[config.mk]
export PLATFORM = sky130hd
export DESIGN_NAME = cal_regbank
export DESIGN_NICKNAME = d
export VERILOG_FILES = /design/src/rtl/cal_pkg.sv /design/src/rtl/cal_bcd_field.sv /design/src/rtl/cal_time_core.sv /design/src/rtl/cal_bus_decode.sv /design/src/rtl/cal_ram_stub.sv /design/src/rtl/cal_regbank.sv
export SDC_FILE = /design/constraint.sdc
export NUM_CORES = 1
export LEC_CHECK = 0
export BUFFER_PORTS_ARGS = -buffer_cell sky130_fd_sc_hd__buf_2
export CAP_MARGIN = 10
export CORE_MARGIN = 2
export CORE_UTILIZATION = 55
export DETAILED_ROUTE_END_ITERATION = 10
export HOLD_SLACK_MARGIN = 0.02
export PLACE_DENSITY = 0.71
export RECOVER_POWER = 25
export SLEW_MARGIN = 40
export SYNTH_ARGS = -nofsm -noshare
export SYNTH_HDL_FRONTEND = slang
export SYNTH_SLANG_ARGS = --single-unit
[constraint.sdc]
create_clock -name clk -period 8.7 [get_ports clk]
set_input_delay 0.435 -clock clk [delete_from_list [all_inputs] [get_ports clk]]
set_output_delay 0.435 -clock clk [all_outputs]
set_load 0.02 [all_outputs]
[src/rtl/cal_pkg.sv]
package cal_pkg;
  localparam int NREG = 8;
  typedef logic [7:0] byte_t;
  typedef logic [NREG-1:0][7:0] bank_t;

  localparam int IX_CTRL = 0;
  localparam int IX_SEC  = 1;
  localparam int IX_MIN  = 2;
  localparam int IX_HR   = 3;
  localparam int IX_DOW  = 4;
  localparam int IX_DATE = 5;
  localparam int IX_MON  = 6;
  localparam int IX_YR   = 7;

  localparam int CTRL_WHOLD = 7;
  localparam int CTRL_RHOLD = 6;
  localparam int SEC_STOP   = 7;

  // counting field of each byte; index 7 is leftmost
  localparam bank_t FIELD_MASK = {8'hFF, 8'h1F, 8'h3F, 8'h07, 8'h3F, 8'h7F, 8'h7F, 8'h00};
  localparam bank_t RESET_BANK = {8'h00, 8'h01, 8'h01, 8'h01, 8'h00, 8'h00, 8'h00, 8'h00};
  localparam bank_t FIELD_LO   = {8'h00, 8'h01, 8'h01, 8'h01, 8'h00, 8'h00, 8'h00, 8'h00};

  function automatic byte_t month_last_day(input byte_t mon, input byte_t yr);
    logic [6:0] ybin;
    byte_t      last;
    ybin = 7'(yr[7:4]) * 7'd10 + 7'(yr[3:0]);
    case (mon)
      8'h02:                      last = (ybin[1:0] == 2'b00) ? 8'h29 : 8'h28;
      8'h04, 8'h06, 8'h09, 8'h11: last = 8'h30;
      default:                    last = 8'h31;
    endcase
    return last;
  endfunction
endpackage

[src/rtl/cal_bcd_field.sv]
module cal_bcd_field
  import cal_pkg::*;
(
  input  byte_t cur,
  input  byte_t lo,
  input  byte_t hi,
  input  logic  en,
  output byte_t nxt
);
  always_comb begin
    nxt = cur;
    if (en) begin
      if (cur >= hi) begin
        nxt = lo;
      end else if (cur[3:0] >= 4'd9) begin
        nxt[3:0] = 4'd0;
        nxt[7:4] = cur[7:4] + 4'd1;
      end else begin
        nxt[3:0] = cur[3:0] + 4'd1;
      end
    end
  end
endmodule

[src/rtl/cal_time_core.sv]
module cal_time_core
  import cal_pkg::*;
(
  input  logic            clk,
  input  logic            rst,
  input  logic            adv,
  input  logic [NREG-1:0] load_en,
  input  bank_t           load_val,
  output bank_t           cnt
);
  bank_t           cnt_q;
  bank_t           nxt;
  bank_t           hi_v;
  logic [NREG-1:0] at_hi;
  logic [NREG-1:0] en;

  always_comb begin
    hi_v = {8'h99, 8'h12, month_last_day(cnt_q[IX_MON], cnt_q[IX_YR]),
            8'h07, 8'h23, 8'h59, 8'h59, 8'h00};
    at_hi = '0;
    for (int i = 1; i < NREG; i++) at_hi[i] = (cnt_q[i] >= hi_v[i]);
    en           = '0;
    en[IX_SEC]   = adv;
    en[IX_MIN]   = en[IX_SEC]  & at_hi[IX_SEC];
    en[IX_HR]    = en[IX_MIN]  & at_hi[IX_MIN];
    en[IX_DOW]   = en[IX_HR]   & at_hi[IX_HR];
    en[IX_DATE]  = en[IX_HR]   & at_hi[IX_HR];
    en[IX_MON]   = en[IX_DATE] & at_hi[IX_DATE];
    en[IX_YR]    = en[IX_MON]  & at_hi[IX_MON];
  end

  assign nxt[0] = '0;

  for (genvar g = 1; g < NREG; g++) begin : g_field
    cal_bcd_field u_field (
      .cur (cnt_q[g]),
      .lo  (FIELD_LO[g]),
      .hi  (hi_v[g]),
      .en  (en[g]),
      .nxt (nxt[g])
    );
  end

  always_ff @(posedge clk) begin
    if (rst) begin
      cnt_q <= RESET_BANK;
    end else begin
      for (int i = 0; i < NREG; i++) begin
        if (load_en[i]) cnt_q[i] <= load_val[i] & FIELD_MASK[i];
        else            cnt_q[i] <= nxt[i];
      end
    end
  end

  assign cnt = cnt_q;
endmodule

[src/rtl/cal_bus_decode.sv]
module cal_bus_decode #(
  parameter int ADDR_W = 15,
  parameter int REG_AW = 3,
  parameter int RAM_AW = 6
) (
  input  logic              ce_n,
  input  logic              we_n,
  input  logic              oe_n,
  input  logic              pwr_fail,
  input  logic [ADDR_W-1:0] addr,
  output logic              clk_hit,
  output logic              wr_en,
  output logic              oe_en,
  output logic [REG_AW-1:0] reg_ix,
  output logic [RAM_AW-1:0] ram_ix
);
  logic sel;
  assign sel     = !ce_n && !pwr_fail;
  assign clk_hit = &addr[ADDR_W-1:REG_AW];
  assign wr_en   = sel && !we_n;
  assign oe_en   = sel && we_n && !oe_n;
  assign reg_ix  = addr[REG_AW-1:0];
  assign ram_ix  = addr[RAM_AW-1:0];
endmodule

[src/rtl/cal_ram_stub.sv]
module cal_ram_stub #(
  parameter int DEPTH = 64,
  parameter int DW    = 8,
  localparam int AW   = $clog2(DEPTH)
) (
  input  logic          clk,
  input  logic          we,
  input  logic [AW-1:0] addr,
  input  logic [DW-1:0] wdata,
  output logic [DW-1:0] rdata
);
  logic [DW-1:0] mem [DEPTH];

  always_ff @(posedge clk) begin
    if (we) mem[addr] <= wdata;
    rdata <= mem[addr];
  end
endmodule

[src/rtl/cal_regbank.sv]
module cal_regbank
  import cal_pkg::*;
#(
  parameter int ADDR_W    = 15,
  parameter int RAM_DEPTH = 64
) (
  input  logic              clk,
  input  logic              rst,
  input  logic              tick_1hz,
  input  logic              pwr_fail,
  input  logic              ce_n,
  input  logic              we_n,
  input  logic              oe_n,
  input  logic [ADDR_W-1:0] addr,
  input  logic [7:0]        wdata,
  output logic [7:0]        rdata,
  output logic              rdata_oe
);
  localparam int REG_AW = $clog2(NREG);
  localparam int RAM_AW = $clog2(RAM_DEPTH);

  logic              clk_hit, wr_en, oe_en;
  logic [REG_AW-1:0] reg_ix;
  logic [RAM_AW-1:0] ram_ix;
  logic              wr_clk, wr_ram;
  logic              whold, rhold, stop, w_release, load_any, adv;
  logic [NREG-1:0]   load_en;
  bank_t             load_val, cnt, vis_q;
  byte_t             ram_q, reg_rd_q;
  logic              rd_oe_q, sel_clk_q;

  cal_bus_decode #(.ADDR_W(ADDR_W), .REG_AW(REG_AW), .RAM_AW(RAM_AW)) u_dec (
    .ce_n(ce_n), .we_n(we_n), .oe_n(oe_n), .pwr_fail(pwr_fail), .addr(addr),
    .clk_hit(clk_hit), .wr_en(wr_en), .oe_en(oe_en), .reg_ix(reg_ix), .ram_ix(ram_ix)
  );

  assign wr_clk = wr_en && clk_hit;
  assign wr_ram = wr_en && !clk_hit;

  assign whold = vis_q[IX_CTRL][CTRL_WHOLD];
  assign rhold = vis_q[IX_CTRL][CTRL_RHOLD];
  assign stop  = vis_q[IX_SEC][SEC_STOP];

  assign w_release = wr_clk && (reg_ix == REG_AW'(IX_CTRL)) && whold && !wdata[CTRL_WHOLD];

  always_comb begin
    load_en  = '0;
    load_val = {NREG{wdata}};
    if (w_release) begin
      load_en  = '1;
      load_val = vis_q;
    end else if (wr_clk && !whold) begin
      load_en[reg_ix] = 1'b1;
    end
  end

  assign load_any = |load_en;
  assign adv      = tick_1hz && !stop && !load_any;

  cal_time_core u_core (
    .clk(clk), .rst(rst), .adv(adv), .load_en(load_en), .load_val(load_val), .cnt(cnt)
  );

  // visible copy: full bytes, counting fields refreshed when no hold is set
  always_ff @(posedge clk) begin
    if (rst) begin
      vis_q <= RESET_BANK;
    end else begin
      for (int i = 0; i < NREG; i++) begin
        if (wr_clk && reg_ix == REG_AW'(i))
          vis_q[i] <= wdata;
        else if (!whold && !rhold)
          vis_q[i] <= (vis_q[i] & ~FIELD_MASK[i]) | (cnt[i] & FIELD_MASK[i]);
      end
    end
  end

  cal_ram_stub #(.DEPTH(RAM_DEPTH), .DW(8)) u_ram (
    .clk(clk), .we(wr_ram), .addr(ram_ix), .wdata(wdata), .rdata(ram_q)
  );

  always_ff @(posedge clk) begin
    if (rst) begin
      rd_oe_q   <= 1'b0;
      sel_clk_q <= 1'b0;
      reg_rd_q  <= '0;
    end else begin
      rd_oe_q   <= oe_en;
      sel_clk_q <= clk_hit;
      reg_rd_q  <= vis_q[reg_ix];
    end
  end

  assign rdata    = rd_oe_q ? (sel_clk_q ? reg_rd_q : ram_q) : 8'h00;
  assign rdata_oe = rd_oe_q;
endmodule

==> key figures <==
STA
  – Final period utilization: 47.1%
  – Final hold vios: 0
  – FMAX: 244 MHz
  – Slew @ Worst Pin: 4.37 ns
  – RSZ-0062 raised after global routing: false
  – Final Hold Slack: 0.0654 ns
  – Clk_skew: 0.0288 ns
  – Final Setup Violations: 0
  – Slew margin rel.: -191%
  – Minimum clock period: 4.10 ns
  – Final slew viol count: 360
  – TNS Setup: 0 ns

Placement
  – Inst Count DP: 2507
  – PortBufs: 38
  – DP HPWL: 43900 µm
  – GP Congestion: 0.895

CTS
  – TritonCTS clock tree: built
  – TritonCTS sink count: 650
  – Post-CTS Setup Inserts: 0
  – Resized Gates After CTS: 0
  – H-tree levels: 3
  – Clock tree buffer depth: 3
  – CTS Hold Bufs: 0
  – Worst-path clk slew: 0.06 ns
  – Clk Latency, worst-skew pair: 0.61 ns
  – Clk root buf: clkbuf_16
  – TritonCTS Buffers: 69

Run
  – Max-Cap Viols: 8

Worst setup path
  – Slowest CP cell: clkbuf_1
  – CP cell instances: buf_2 > clkbuf_1 > a221oi_1 > o41ai_1
  – Startpoint Class: input pin
  – Setup CP Type: input pin to flip-flop
  – Endpoint type of the worst setup path: flip-flop
  – Top delay family on crit path: buffers and inverters
  – Worst EP arrival: 4.58 ns
  – Buf/Inv on CP: 2
  – Endpoint required time on the critical path: 9.18 ns
  – Crit-path max cell delay: 3.04 ns
  – Crit Path Max Fanout: 79

Cells and area
  – P&R area growth vs syn: 10.5%
  – Register area: 0.0181 mm²
  – Fill cells: 3788
  – Share of cells above drive strength 1: 17.9%
  – Most common cell after layout, fill and taps aside: edfxtp_1
  – Commonest non-fill, non-tap cells in the layout: 512 x edfxtp_1, 180 x nor2_1, 153 x mux4_2
  – Fin nets: 1969
  – Multi-input logic area: 0.00944 mm²
  – Ant. Diodes: 0
  – Final std cells w/o fill: 2631

Route
  – Residual DRC: 0
  – Initial DRC Count: 2560
  – Wire per inst: 27.1 µm
  – Via Count: 17.6k
  – Routed WL: 71300 µm
  – First-pass iteration count of the detailed router: 6
  – Via density: 6.67
  – Post-DRT Antenna Nets: 0

GRT
  – Largest net degree at the start of global routing: 89
  – Total Routing Usage GR: 27.1%
  – Vias in the first global route: 17.0k
  – Initial antenna violation count: 2
  – First-pass GRT wire length: 108000 µm
  – Congestion Overflow GR: 0

Synthesis
  – Post-synth ARST share: 0%
  – Number of flops mapped to enable cells by yosys: 512
  – Synth warn: 0
  – Cell count after synthesis: 1892
  – Average size of a mapped cell: 14.9 µm²
  – Mapped Nets: 1963
  – Ys flop type: edfxtp_1
  – Post-synthesis sequential area ratio: 64.2%
  – Flops & latches, synth: 650
  – Syn Std Cell Area: 0.0283 mm²
  – Post-synth cell types: 93

Status
  – Status: finished, violations left
  – Violated checks: max-capacitance violations, max-slew violations

Min path
  – Worst hold path type: input pin to flip-flop

Floorplan
  – Die X: 231 µm
  – Area of the die: 0.0532 mm²
  – Initial core utilization: 55.3%
  – Core box area: 0.0511 mm²
  – FP Rows: 83
  – I/O pin cnt: 39
  – Die H: 231 µm

Power and ir drop
  – Pwr dens: 212 mW/mm²
  – Leak: 10.3 nW
  – Peak VDD IR: 0.153 mV
[layer usage]
metal  vias to the layer above  GRT usage [%]  routed length [µm]
met5                         -              0                  27
met4                         4           8.83                2340
met3                       174           5.04                6580
met2                      1005           41.4               33000
met1                      8854           39.8               29300
li1                       7516              -                   -
[state kept, by name, summed over array words and instances (netlist names)]
register / cells
sel_clk_q: 1
stop: 1
u_ram.rdata: 8
vis_q: 62
u_core.cnt: 56
rdata_oe: 1
u_ram.mem: 512
rhold: 1
reg_rd_q: 8
[worst reg2reg max path: stages (launching register included)]
cell and delay, ns:
dfxtp_1 0.48, inv_1 0.13, ha_1 0.20, o211ai_1 0.18
a21oi_1 0.08, a31oi_1 0.17, nor3_1 0.08, nor2_1 0.11
ha_1 0.26, a21o_1 0.19, a211o_1 0.32, or3_1 0.44
or3_1 0.40, a2111oi_2 0.33, a31o_1 0.14
[power by group]
group	switching, mW	internal, mW
clock	1.20	1.72
combinational	0.205	0.105
sequential	0.00998	3.36
total	1.42	5.19
[metrics by stage]
stage / utilization [%] / setup slack, ns / area [µm²] / power [mW]
5_1_grt: 61.1 / 4.25 / 31200 / 6.78
3_5_place_dp: 56.8 / 4.69 / 29000 / 3.74
2_1_floorplan: - / 5.52 / 28300 / 3.61
4_1_cts: 61.2 / 5.14 / 31300 / 6.64
3_3_place_gp: 56.6 / 4.54 / 28900 / 3.73
6_report: 61.1 / 4.60 / 31200 / 6.61
[cell type report]
| type | instances | area share, % |
|---|---|---|
| Timing Repair Buffer | 63 | 1.34 |
| Clock buffer | 96 | 6.25 |
| Tap cell | 680 | 2.72 |
| Clock inverter | 28 | 0.934 |
| Inverter | 35 | 0.425 |
| Multi-Input combinational cell | 1079 | 30.2 |
| Sequential cell | 650 | 58.1 |
[kinds of logic (layout without fill, tap and decap cells)]
logic type / count (synthesis) / after routing / share of synthesized area [%]
simple gates: 490 / 490 / 8.35
xor+xnor: 3 / 3 / 0.0930
fa+ha+maj: 41 / 41 / 1.81
compound gates: 317 / 317 / 8.17
mux: 228 / 228 / 14.9
flops: 650 / 650 / 64.2
buf+inv: 163 / 222 / 2.56
[synthesized netlist by cell type (5+ instances only)]
master / n / area (µm²)
or3_1: 6 / 37.5
a221oi_1: 5 / 43.8
clkbuf_1: 67 / 251
a32o_1: 10 / 100
nor2_1: 188 / 706
o211ai_1: 11 / 82.6
edfxtp_1: 512 / 15400
buf_1: 7 / 26.3
nand4_1: 8 / 50.1
a32oi_1: 9 / 78.8
inv_1: 34 / 128
and3_1: 22 / 138
o22ai_1: 17 / 106
dfxtp_1: 138 / 2760
o31ai_1: 9 / 67.6
nor4b_1: 7 / 61.3
a31oi_1: 13 / 81.3
nand3_1: 52 / 260
mux2i_1: 71 / 711
a211oi_1: 9 / 67.6
mux4_2: 153 / 3450
buf_2: 39 / 195
a22oi_1: 10 / 75.1
a21o_1: 7 / 52.6
ha_1: 41 / 513
nor3_1: 21 / 105
buf_4: 10 / 75.1
a311o_1: 7 / 70.1
a22o_1: 6 / 52.6
a311oi_1: 43 / 377
nor3b_1: 11 / 82.6
nor4_1: 9 / 56.3
o21ai_0: 74 / 370
nand2b_1: 6 / 37.5
a21oi_1: 38 / 190
nand3b_1: 7 / 52.6
nand2_1: 107 / 402
nor2b_1: 13 / 81.3
[worst paths after layout]
path                                               endpoint                        start  slack (ns)  cells past startpoint
worst max register to register  u_core.cnt[43]$_SDFFE_PP0P_  u_core.cnt[49]$_SDFFE_PP0P_        5.14                     14
worst min-delay path                    rdata_oe$_SDFF_PP0_                         we_n        0.07                      2
worst min register to register  u_core.cnt[55]$_SDFFE_PP0P_  u_core.cnt[55]$_SDFFE_PP0P_        0.46                      2
worst max-delay path            u_core.cnt[41]$_SDFFE_PP0P_                     wdata[1]        4.60                      4
No activity file was read; power rests on OpenSTA's default activity.
